$ cat src/rtl/dsu_pkg.sv
package dsu_pkg;

    localparam int INSTR_W = 32;

    typedef enum logic [2:0] {
        ST_IDLE,
        ST_DWORD,
        ST_WORD_LO,
        ST_WORD_HI,
        ST_FINISH
    } dsu_state_e;

    typedef struct packed {
        logic       hit;
        logic       pre;
        logic       up;
        logic       wr;
        logic       wb;
        logic [3:0] rn;
        logic [3:0] rt;
        logic [3:0] rt2;
        logic [3:0] rm;
        logic       unpred;
    } dsu_dec_t;

endpackage

$ cat src/rtl/dsu_decode.sv
module dsu_decode
    import dsu_pkg::*;
(
    input  logic [INSTR_W-1:0] instr,
    output dsu_dec_t           dec
);

    always_comb begin
        dec.hit = (instr[31:28] != 4'hF) && (instr[27:25] == 3'b000)
                  && !instr[22] && !instr[20] && (instr[7:4] == 4'hF);
        dec.pre = instr[24];
        dec.up  = instr[23];
        dec.wr  = instr[21];
        dec.rn  = instr[19:16];
        dec.rt  = instr[15:12];
        dec.rm  = instr[3:0];
        dec.rt2 = instr[15:12] + 4'd1;
        dec.wb  = !instr[24] || instr[21];
        dec.unpred = dec.hit && (
                        dec.rt[0]
                     || (!dec.pre && dec.wr)
                     || (dec.rt2 == 4'hF)
                     || (dec.rm == 4'hF)
                     || (dec.wb && ((dec.rn == 4'hF) || (dec.rn == dec.rt) || (dec.rn == dec.rt2)))
                     || (instr[11:8] != 4'h0));
    end

endmodule

$ cat src/rtl/dsu_agen.sv
module dsu_agen #(
    parameter int DW = 32
) (
    input  logic [DW-1:0] base,
    input  logic [DW-1:0] index,
    input  logic          up,
    input  logic          pre,
    output logic [DW-1:0] offs_addr,
    output logic [DW-1:0] acc_addr,
    output logic [DW-1:0] next_addr,
    output logic          aligned
);

    localparam int STEP = DW / 8;
    localparam int ALB  = $clog2(2 * STEP);

    always_comb begin
        offs_addr = up ? (base + index) : (base - index);
        acc_addr  = pre ? offs_addr : base;
        next_addr = acc_addr + DW'(STEP);
        aligned   = (acc_addr[ALB-1:0] == '0);
    end

endmodule

$ cat src/rtl/dsu_top.sv
module dsu_top
    import dsu_pkg::*;
#(
    parameter int DW = 32
) (
    input  logic                 clk,
    input  logic                 rst_n,
    input  logic                 start,
    input  logic [INSTR_W-1:0]   instr,
    input  logic                 cond_pass,
    input  logic                 big_endian,
    output logic [3:0]           rn_sel,
    output logic [3:0]           rm_sel,
    output logic [3:0]           rt_sel,
    output logic [3:0]           rt2_sel,
    input  logic [DW-1:0]        base_val,
    input  logic [DW-1:0]        index_val,
    input  logic [DW-1:0]        data0_val,
    input  logic [DW-1:0]        data1_val,
    output logic                 busy,
    output logic                 done,
    output logic                 unpred,
    output logic                 mem_valid,
    input  logic                 mem_ready,
    output logic [DW-1:0]        mem_addr,
    output logic [2*DW-1:0]      mem_wdata,
    output logic [(2*DW)/8-1:0]  mem_be,
    output logic                 wb_valid,
    output logic [3:0]           wb_reg,
    output logic [DW-1:0]        wb_data
);

    localparam int MW = 2 * DW;
    localparam int BW = MW / 8;
    localparam logic [BW-1:0] BE_ALL = '1;
    localparam logic [BW-1:0] BE_LO  = {{(BW/2){1'b0}}, {(BW/2){1'b1}}};

    dsu_state_e state_q, state_d;
    dsu_dec_t   dec;

    logic [DW-1:0] offs_c, acc_c, next_c;
    logic          aligned_c;
    logic          launch;

    logic [DW-1:0] offs_q, acc_q, next_q, d0_q, d1_q;
    logic          bigend_q, wb_q;
    logic [3:0]    rn_q;

    dsu_decode u_decode (
        .instr (instr),
        .dec   (dec)
    );

    dsu_agen #(.DW(DW)) u_agen (
        .base      (base_val),
        .index     (index_val),
        .up        (dec.up),
        .pre       (dec.pre),
        .offs_addr (offs_c),
        .acc_addr  (acc_c),
        .next_addr (next_c),
        .aligned   (aligned_c)
    );

    assign rn_sel  = dec.rn;
    assign rm_sel  = dec.rm;
    assign rt_sel  = dec.rt;
    assign rt2_sel = dec.rt2;
    assign unpred  = dec.unpred;

    assign launch = (state_q == ST_IDLE) && start && dec.hit && cond_pass;

    // Next-state logic
    always_comb begin
        state_d = state_q;
        unique case (state_q)
            ST_IDLE:    if (launch) state_d = aligned_c ? ST_DWORD : ST_WORD_LO;
            ST_DWORD:   if (mem_ready) state_d = ST_FINISH;
            ST_WORD_LO: if (mem_ready) state_d = ST_WORD_HI;
            ST_WORD_HI: if (mem_ready) state_d = ST_FINISH;
            ST_FINISH:  state_d = ST_IDLE;
            default:    state_d = ST_IDLE;
        endcase
    end

    // State register and operand capture
    always_ff @(posedge clk or negedge rst_n) begin
        if (!rst_n) begin
            state_q  <= ST_IDLE;
            offs_q   <= '0;
            acc_q    <= '0;
            next_q   <= '0;
            d0_q     <= '0;
            d1_q     <= '0;
            bigend_q <= 1'b0;
            wb_q     <= 1'b0;
            rn_q     <= '0;
        end else begin
            state_q <= state_d;
            if (launch) begin
                offs_q   <= offs_c;
                acc_q    <= acc_c;
                next_q   <= next_c;
                d0_q     <= data0_val;
                d1_q     <= data1_val;
                bigend_q <= big_endian;
                wb_q     <= dec.wb;
                rn_q     <= dec.rn;
            end
        end
    end

    // Outputs per state
    always_comb begin
        busy      = (state_q != ST_IDLE);
        done      = 1'b0;
        mem_valid = 1'b0;
        mem_addr  = acc_q;
        mem_wdata = '0;
        mem_be    = '0;
        wb_valid  = 1'b0;
        wb_reg    = rn_q;
        wb_data   = offs_q;
        unique case (state_q)
            ST_IDLE: begin
                done = start && (!dec.hit || !cond_pass);
            end
            ST_DWORD: begin
                mem_valid = 1'b1;
                mem_be    = BE_ALL;
                mem_wdata = bigend_q ? {d0_q, d1_q} : {d1_q, d0_q};
            end
            ST_WORD_LO: begin
                mem_valid = 1'b1;
                mem_be    = BE_LO;
                mem_wdata = {{DW{1'b0}}, d0_q};
            end
            ST_WORD_HI: begin
                mem_valid = 1'b1;
                mem_addr  = next_q;
                mem_be    = BE_LO;
                mem_wdata = {{DW{1'b0}}, d1_q};
            end
            ST_FINISH: begin
                done     = 1'b1;
                wb_valid = wb_q;
            end
            default: ;
        endcase
    end

endmodule

$ cat config.mk
export PLATFORM = sky130hd
export DESIGN_NAME = dsu_top
export DESIGN_NICKNAME = d
export VERILOG_FILES = /design/src/rtl/dsu_pkg.sv /design/src/rtl/dsu_decode.sv /design/src/rtl/dsu_agen.sv /design/src/rtl/dsu_top.sv
export SDC_FILE = /design/constraint.sdc
export NUM_CORES = 1
export LEC_CHECK = 0
export ABC_CLOCK_PERIOD_IN_PS = 2100
export BUFFER_PORTS_ARGS = -buffer_cell sky130_fd_sc_hd__buf_2
export CELL_PAD_IN_SITES_DETAIL_PLACEMENT = 1
export CELL_PAD_IN_SITES_GLOBAL_PLACEMENT = 2
export CORE_MARGIN = 1
export CORE_UTILIZATION = 27
export CTS_CLUSTER_DIAMETER = 100
export DETAILED_ROUTE_END_ITERATION = 7
export PLACE_DENSITY = 0.77
export RECOVER_POWER = 50
export SKIP_LAST_GASP = 1
export SYNTH_ARGS = -nofsm -noshare
export SYNTH_HDL_FRONTEND = slang
export SYNTH_SLANG_ARGS = --single-unit
$ cat constraint.sdc
create_clock -name clk -period 2.1 [get_ports clk]
set_clock_uncertainty 0.1 [all_clocks]
set_input_delay 0.42 -clock clk [delete_from_list [all_inputs] [get_ports clk]]
set_output_delay 0.42 -clock clk [all_outputs]
set_load 0.1 [all_outputs]
* Word-level counts from Yosys, hierarchy flattened
Index checks and enable logic that the tools add are counted.
Operators by class: add/subtract/negate cells 4, multiply operators 0, div/mod/pow operators 0, $lt $le $gt $ge 0, eq/ne operators 14, shifts and indexed selects 0, mux-type cells 14, bitwise logic cells 0, reductions and logical operators 34
Operators with widths (count):
- $pmux W64 S3 | 1
- $mux W32 | 3
- $mux W64 | 1
- $add A32 B3 Y32 const B | 1
- $add A32 B32 Y32 | 1
- $sub A32 B32 Y32 | 1
- $eq A4 B4 Y1 const B | 4
- $pmux W8 S2 | 1
- $logic_and A1 B1 Y1 | 11
- $logic_not A3 Y1 | 3
- $logic_or A1 B1 Y1 | 9
- $mux W3 | 3
- $pmux W3 S3 | 1
- $eq A4 B4 Y1 | 2
- $eq A3 B2 Y1 const B | 2
- $logic_not A1 Y1 | 5
- $add A4 B1 Y4 const B | 1
- $ne A2 B2 Y1 const B | 2
- $ne A4 B4 Y1 const B | 1
- $reduce_bool A4 Y1 | 1
- $reduce_or A2 Y1 | 2
- $eq A3 B1 Y1 const B | 1
- $eq A3 B3 Y1 const B | 1
- $reduce_and A3 Y1 | 1
- other kinds (6) | 7
Storage, ports and cells: register bits 169, latch bits 0, bits in writable memories 0, memory bits (read-only) 0, input port bits 166, output and inout port bits 161, logic and storage cells 75, memories 0

* Logic depth before layout (Yosys ltp)
Gate-level depths: netlist of run 1.
depth after elaboration 9, gate-level depth with buffers 21, gate-level depth less buffers 20

* Cells and area by module
From an unflattened synthesis of run 1, not the netlist that was laid out.
Second synthesis, totals: cell total of the unflattened synthesis 1142, area, all modules 12348.1 um2
By module, submodules not included:
- dsu_top | times used 1, cells each 534, area each 8286.7 um2, seq. area each 4229.1 um2
- dsu_agen | times used 1, cells each 560, area each 3723.6 um2, seq. area each 0.0 um2
- dsu_decode | times used 1, cells each 48, area each 337.8 um2, seq. area each 0.0 um2

* Least setup slack after synthesis of run 1
Ideal clock, no wire load.
path type in2reg, from input port index_val[0], to register next_q[30], setup time 0.095 ns, arrival time 4.661 ns, data required time 1.905 ns, path slack -2.757 ns, stages on the path 20, path buffers 0, cell sequence inv_1 > ha_1 > nand2b_1 > or4_1 > nor3b_1 > nand2b_1 > nor3_1 > nor2_1 > xor2_1 > ha_1 > nand2_1 > o21ai_0 > or2_1 > mux2i_1 > a211oi_2 > a21oi_1 > a2111oi_4 > or4b_1 > o31a_1 > o31ai_1
Between the ends: word-level cells in the longest chain between the ends 4, elaborated cells on any way between the ends 5, classes of those cells add/sub (3); mux (2)
Ends and longest elaborated chain:
- from (decl) | line dsu_top.sv:17 | input logic [DW-1:0] index_val,
- $sub A32 B32 Y32 or $add A32 B32 Y32 (tied branches) | line dsu_agen.sv:18 | offs_addr = up ? (base + index) : (base - index);
- $mux W32 (*) | line dsu_agen.sv:18
- $mux W32 (*) | line dsu_agen.sv:19 | acc_addr = pre ? offs_addr : base;
- $add A32 B3 Y32 (*) | line dsu_agen.sv:20 | next_addr = acc_addr + DW'(STEP);
- to (signal assigned) | line dsu_top.sv:103 | next_q <= next_c;
- to (decl) | line dsu_top.sv:45 | logic [DW-1:0] offs_q, acc_q, next_q, d0_q, d1_q;
Every way passes the cells marked *; elsewhere a longest branch is shown, timed or not. A chain may end at the register's enable or synchronous reset.

* Worst setup path after layout of run 1
from input port index_val[1], to register next_q[30]
Same word-level chain as after synthesis.

==> summary.txt, run 1 <==
Outcome
  • Status: finished, violations left
  • Failing checks: setup timing

Place
  • Routability cong.: 0.857
  • Port Buf Inserts: 326
  • Post-DP HPWL: 40600 µm

GRT
  • Routing usage on met2: 0.449
  • M1 GR Usage: 0.300
  • Vias in the first global route: 15160
  • Antenna violations before repair: 1
  • Global routing's busiest layer: met2
  • Largest net degree at the start of global routing: 47
  • GRT Total Usage: 0.249
  • Global-route wire length before repair: 86100 µm
  • GR Overflow Total: 0
  • Met3 Use GR: 0.0465

Flow run
  • Max_cap viols: 0

Hold path
  • Worst hold stages: 3
  • Hold path endpoint: d0_q[29]
  • Hold Crit Class: in -> reg
  • Hold_sp: data0_val[29]

Clock network
  • CTS clk-pin slew, worst paths: 0.08 ns
  • Root Buffer: clkbuf_16
  • # H-tree levels: 4
  • CTS tree: done
  • Clock sink count: 167
  • CTS Buf Count: 17
  • Later-pin clock latency in the skew report: 0.49 ns
  • CTS Buffer Depth: 2

Setup path
  • Worst Path Max Fanout: 5
  • R2R depth: 9
  • Crit path top cell by count: ha_4
  • CP max stage cell: or4b_4
  • Startpoint types: primary input
  • Critical path buffers and inverters: 3
  • Worst EP required: 2.39 ns
  • RR Startpoint: state_q[2]
  • Arrival time worst endpoint: 4.80 ns
  • Worst path max stage delay: 0.52 ns
  • Worst path cell trace: buf_12 > inv_12 > ha_4 > nand2b_4 > or4_4 > nor3b_4 > buf_6 > nor2b_1 > nor2_1 > xor2_1 > ha_4 > nand4_1 > nor3_2 > a32oi_2 > nand2_4 > o21ai_2 > nand3b_1 > a2111oi_4 > or4b_4 > o31a_1 > o31ai_2
  • Reg-to-reg endpoint: next_q[29]
  • Crit end category: flop
  • Reg2Reg Setup Slack: 0.07 ns
  • Critical path class: in -> reg
  • Top Family by Delay on Critical Path: simple AND/OR/NAND/NOR gates

Yosys
  • Ys flop type: dfrtp_1
  • Async S/R FF share, synth: 1.00
  • Register area share after synthesis: 0.350
  • Area share of the leading cell type in the synthesized netlist: 0.350
  • Yosys warning total: 0
  • Synthesized instance count: 1498
  • Synth cell types: 85
  • Synth top area cells: dfrtp_1, nand2_1, nor2_1
  • Synth Cell Area: 11900 µm²
  • Count of flip-flops with a built-in enable after synthesis: 0
  • Syn avg cell area: 7.96 µm²
  • Syn nets: 1704
  • Yosys reg bits: 167
  • Largest area contributor in the netlist: dfrtp_1

Final layout
  • Area of the multi-input gates: 9700 µm²
  • Register area: 4180 µm²
  • Fill count: 4859
  • Share of layout cells above drive strength 1: 0.557
  • Antenna fix cells: 0
  • Finished Core Util: 0.533
  • Nets: 2417
  • Area growth syn-to-layout: 93.9%

Drt
  • DRC Markers: 0
  • Via Count: 13960
  • DRT Wirelength: 56600 µm
  • Detailed Routing Iterations Pass 1: 4
  • DR vias/cell: 4.97
  • Number of routed nets with antenna violations: 0
  • Initial drt markers: 627
  • Routed wire per std cell: 20.2 µm

Power
  • Pwr per Cell Area: 611 nW/µm²
  • Leak: 10.7 nW
  • Worst VDD drop: 552 µV
  • Tot Pwr: 0.0141 W

Timing
  • Setup violations, final: 194
  • Slew HR: 0.0934
  • Final worst path period need: 4.51 ns
  • Final Worst Setup Slack: -2.41 ns
  • Fin crit share: 2.15
  • Fin. Hold Viols: 0
  • Fmax: 222 MHz
  • RSZ-0062 raised after global routing: yes
  • Worst-margin pin slew: 1.36 ns
  • Post-route setup TNS: -171.50 ns
  • Slew Limit Fails: 0

Die
  • Chip height: 212 µm
  • Die width: 212 µm
  • Row cnt: 76
  • Area of the die: 45000 µm²
  • Core box area: 43400 µm²
  • Top Ports: 327
  • Initial Util: 0.275
[worst reg2reg max path, stage by stage (launching register included)]
cell      delay [ns]
dfrtp_2         0.44
buf_6           0.13
buf_6           0.12
nor3_4          0.19
buf_6           0.12
buf_4           0.10
nand3_4         0.08
buf_12          0.17
or3_1           0.40
o211ai_1        0.09
[placed cells by master, fill, tap and decap left out, drive strengths merged, types with 5 or more instances in the layout]
cell         Yosys  routed
buf             45     786
nand2          387     387
dfrtp          167     167
nor2           132     132
o21ai           95      95
a21oi           59      59
xor2            44      44
xnor2           42      42
mux2i           41      41
ha              39      39
a22oi           37      37
mux2            36      36
nor3            34      34
inv             25      27
clkbuf          66      26
nand3           25      25
nand4           17      17
a21o            13      13
or3             13      13
and3            13      13
dlygate4sd3      0      12
nor2b           12      12
nor4            12      12
nand2b          11      11
and2            10      10
a211oi          10      10
nand3b           8       8
a31oi            8       8
o21a             7       7
o21bai           5       5
o2111ai          5       5
o211ai           5       5
o31ai            5       5
[synthesized netlist by cell type (7+ instances only)]
master / instances
buf_4: 23
o21a_1: 7
nor3_1: 33
o21ai_0: 85
nor4_1: 10
o21ai_1: 10
nand4_1: 17
nor2b_1: 12
a21oi_1: 56
xor2_1: 44
or3_1: 13
clkbuf_1: 65
and2_1: 9
nand2b_1: 11
a22oi_1: 37
nand3b_1: 8
and3_1: 13
xnor2_1: 42
nand2_1: 387
buf_2: 12
dfrtp_1: 167
nor2_1: 132
mux2_2: 36
mux2i_1: 41
inv_1: 25
nand3_1: 25
ha_1: 39
a31oi_1: 8
a21o_1: 13
buf_1: 10
[per-stage QoR]
step	instances	worst slack, ns	hold WS [ns]	cell area (µm²)
after floorplan	1498	-2.51	0.0244	13300
after global placement	2667	-2.91	0.313	19500
after detailed placement	2667	-3.00	0.317	19500
after CTS	2778	-2.31	0.0000437	22200
final	2809	-2.41	0.0293	23100
after global routing	2809	-2.59	0.00829	23100
[logic make-up (layout without fill, tap and decap cells)]
logic type,after synthesis,after routing,synth area share
compound gates,292,292,0.165
xor+xnor,86,86,0.0632
fa+ha+maj,40,40,0.0426
buf+inv,136,862,0.0514
flops,167,167,0.350
mux,77,77,0.0684
simple gates,700,700,0.259
[layer usage]
layer  vias to the layer above  wire (µm)
met5                         -          0
met4                         0       1180
met3                        69       2240
met2                       312      29500
met1                      6972      23700
li1                       6607          -
[report_power, final]
part	internal, W	switching (W)	total, W
registers	0.00328	0.0000494	0.00333
clock network	0.00204	0.00155	0.00359
logic	0.00323	0.00397	0.00720
[how the worst max path moves through the flow]
stage	to	from	depth (start not counted)	slack (ns)
finish	next_q[30]	index_val[1]	21	-2.41
global route	next_q[30]	index_val[1]	22	-2.59
CTS	next_q[30]	index_val[1]	21	-2.31
detailed placement	next_q[30]	index_val[1]	22	-3.00
global placement	next_q[30]	index_val[1]	22	-2.91
floorplan	next_q[30]	index_val[1]	19	-2.51
[area by class of cell]
type | instances | share of cell area
multi-input cells | 1195 | 0.419
clock buffers | 19 | 0.0192
flip-flops and latches | 167 | 0.181
inverters | 25 | 0.00530
clock inverters | 13 | 0.00833
repair buffers | 805 | 0.335
well taps | 585 | 0.0317
[what timing repair did]
action                                 4_1_cts  5_1_grt
endpoints found under the hold margin       50        0
setup endpoints to repair                  195      198
pin swaps                                  115      137
hold buffers                                12        0
setup buffers                               65       46
resized for setup                          304      200
cloned                                      10        2
No activity file was read; power rests on OpenSTA's default activity.
==> inputs of run 2 (changes only) <==
SETUP_SLACK_MARGIN = 0.05   (was unset)
==> summary.txt, run 2 (synthesis gave the netlist of run 1 again) <==
Outcome
  • Status: finished, violations left
  • Failing checks: setup timing

Final layout
  • Leading cell type in the layout, fill and taps excluded: nand2_1
  • Most frequent cells in the layout: nand2_1, buf_4, buf_2, dfrtp_1, buf_12
  • Area growth syn-to-layout: 95.8%
  • Nets: 2427 (+0.41%)
  • Final cell count without fillers: 2819 (+0.36%)
  • Antenna fix cells: 0 (unchanged)
  • Share of layout cells above drive strength 1: 0.561 (+0.00422)
  • Fill count: 4817 (-0.86%)

Place
  • Post-DP HPWL: 41700 µm (+2.8%)
  • Cell Count Post-Placement: 2666 (-0.037%)
  • Routability cong.: 0.874 (+2.0%)
  • Port Buf Inserts: 326 (unchanged)
  • Pre-CTS WS: -3.06 ns (-0.0685 ns)

Timing
  • Post-route setup TNS: -183.93 ns (-12.44 ns)
  • Fmax: 217 MHz (-2.1%)
  • Slew HR: 0.168 (+0.0747)
  • Final worst path period need: 4.60 ns (+0.0949 ns)
  • Final Worst Setup Slack: -2.50 ns (-0.0949 ns)
  • Worst-margin pin slew: 1.25 ns (-0.112 ns)
  • Fin crit share: 2.19 (+0.0452)
  • Setup violations, final: 195 (+0.52%)
  • RSZ-0062 raised after global routing: yes
  • Slew Limit Fails: 0 (unchanged)
  • Fin. Hold Viols: 0 (unchanged)

Clock network
  • Root Buffer: clkbuf_16
  • Later-pin clock latency in the skew report: 0.48 ns (about the same)
  • CTS Buf Count: 17 (unchanged)
  • # H-tree levels: 4 (unchanged)
  • CTS tree: done
  • Clock sink count: 167 (unchanged)
  • CTS Buffer Depth: 2 (unchanged)
  • CTS clk-pin slew, worst paths: 0.07 ns (about the same)

GRT
  • GRT Total Usage: 0.254 (+0.00519)
  • Antenna violations before repair: 4 (+3)
  • Largest net degree at the start of global routing: 67 (+43%)
  • GR Overflow Total: 0 (unchanged)
  • Vias in the first global route: 15098 (-0.41%)
  • Global-route wire length before repair: 87200 µm (+1.3%)

Setup path
  • Critical path buffers and inverters: 8 (+5)
  • CP max stage cell: or4_4
  • Arrival time worst endpoint: 4.90 ns (+0.10 ns)
  • Worst Path Max Fanout: 4 (-1)
  • Crit path top cell by count: buf_4
  • Startpoint types: primary input
  • Worst EP required: 2.39 ns (about the same)
  • Critical path class: in -> reg
  • Top Family by Delay on Critical Path: simple AND/OR/NAND/NOR gates
  • Crit end category: flop
  • Worst path max stage delay: 0.58 ns (+0.06 ns)

Die
  • Die width: 212 µm (unchanged)
  • Top Ports: 327 (unchanged)
  • Area of the die: 45000 µm² (unchanged)
  • Initial Util: 0.275 (unchanged)
  • Row cnt: 76 (unchanged)
  • Core box area: 43400 µm² (unchanged)
  • Chip height: 212 µm (unchanged)

Power
  • Reg power frac: 0.236 (about the same)
  • Tot Pwr: 0.0141 W (-0.16%)
  • Part of the power in combinational logic: 0.523 (+0.013)
  • Leak: 10.7 nW (about the same)
  • Pwr per Cell Area: 604 nW/µm² (-1.1%)
  • Clock power frac: 0.241 (-0.013)
  • NetSw: 0.00562 W (+0.90%)
  • Worst VDD drop: 592 µV (+7.2%)
  • Int Pwr: 0.00848 W (-0.84%)
  • Sw frac: 0.398 (+0.00416)

Drt
  • Detailed Routing Iterations Pass 1: 5 (+1)
  • DR vias/cell: 4.98 (+0.18%)
  • DRT Wirelength: 59100 µm (+4.4%)
  • DRC Markers: 0 (unchanged)
  • Routed wire per std cell: 21.0 µm (+4.0%)
  • Number of routed nets with antenna violations: 0 (unchanged)
  • Initial drt markers: 655 (+4.5%)
  • Via Count: 14035 (+0.54%)

Hold path
  • Hold Crit Class: in -> reg

Flow run
  • Max_cap viols: 0 (unchanged)
[run 2: cell count changes in the layout (fill, tap and decap cells not counted), sizes merged]
cell         before  now
buf             786  803
clkbuf           26   27
bufinv            4    3
clkinv            3    4
dlygate4sd3      12    4
[run 2: per-stage QoR]
stage / area [µm²] / util / hold slack (ns)
4_1_cts: 22500 / 0.519 / 0.00115
6_report: 23300 / 0.538 / 0.0258
3_3_place_gp: 19700 / 0.454 / 0.284
5_1_grt: 23300 / 0.538 / 0.0198
2_1_floorplan: 13500 / - / 0.0244
3_5_place_dp: 19700 / 0.454 / 0.288
[run 2: final timing paths]
kind / start / end / slack, ns / depth (start not counted)
min in group asynchronous: rst_n / d0_q[10] / 0.65 / 2
min reg2reg: wb_data[20] / wb_data[20] / 0.37 / 2
max reg2reg: state_q[1] / next_q[29] / -0.02 / 10
max in group asynchronous: rst_n / bigend_q / 0.13 / 3
min: data1_val[12] / d1_q[12] / 0.03 / 3
max: index_val[1] / next_q[30] / -2.50 / 25
[run 2: what timing repair did]
action                                  4_1_cts  5_1_grt
endpoints found under the hold margin        35        0
hold buffers                                  4        0
gates cloned                                 10        5
pin swaps                                   135      108
buffers inserted                             85       37
endpoints found under the setup margin      195      267
resized for setup                           312      133
[run 2: power groups by stage]
stage	combinational, W	sequential [W]	clock [W]
after floorplan	0.00340	0.00350	0
after global placement	0.00562	0.00339	0
after detailed placement	0.00574	0.00340	0
after CTS	0.00686	0.00333	0.00347
after global routing	0.00771	0.00333	0.00360
final	0.00737	0.00333	0.00340
[run 2: metal layers]
metal  wire length (µm)  global-route usage  share of wire  up-vias
li1                   -                   -              -     6608
met2              31000               0.458           0.52      306
met3               2380              0.0464          0.040       63
met1              24700               0.308           0.42     7052
met4                988              0.0615          0.017        6
met5                 46                   0        0.00078        -
[run 2: worst min-delay path: cells and delay by family]
kind	cells	cell delay, ns
buffers and inverters	1	0.08
AND/OR/NAND/NOR	2	0.08
[run 2: final cells by class]
class                      instances  area, µm²  area share
clock inverter                    13        168     0.00718
multi-input combinational       1195       9750       0.417
inverter                          25        123     0.00525
clock buffer                      19        433      0.0185
timing repair buffer             815       7960       0.341
sequential                       167       4180       0.179
tap                              585        732      0.0314
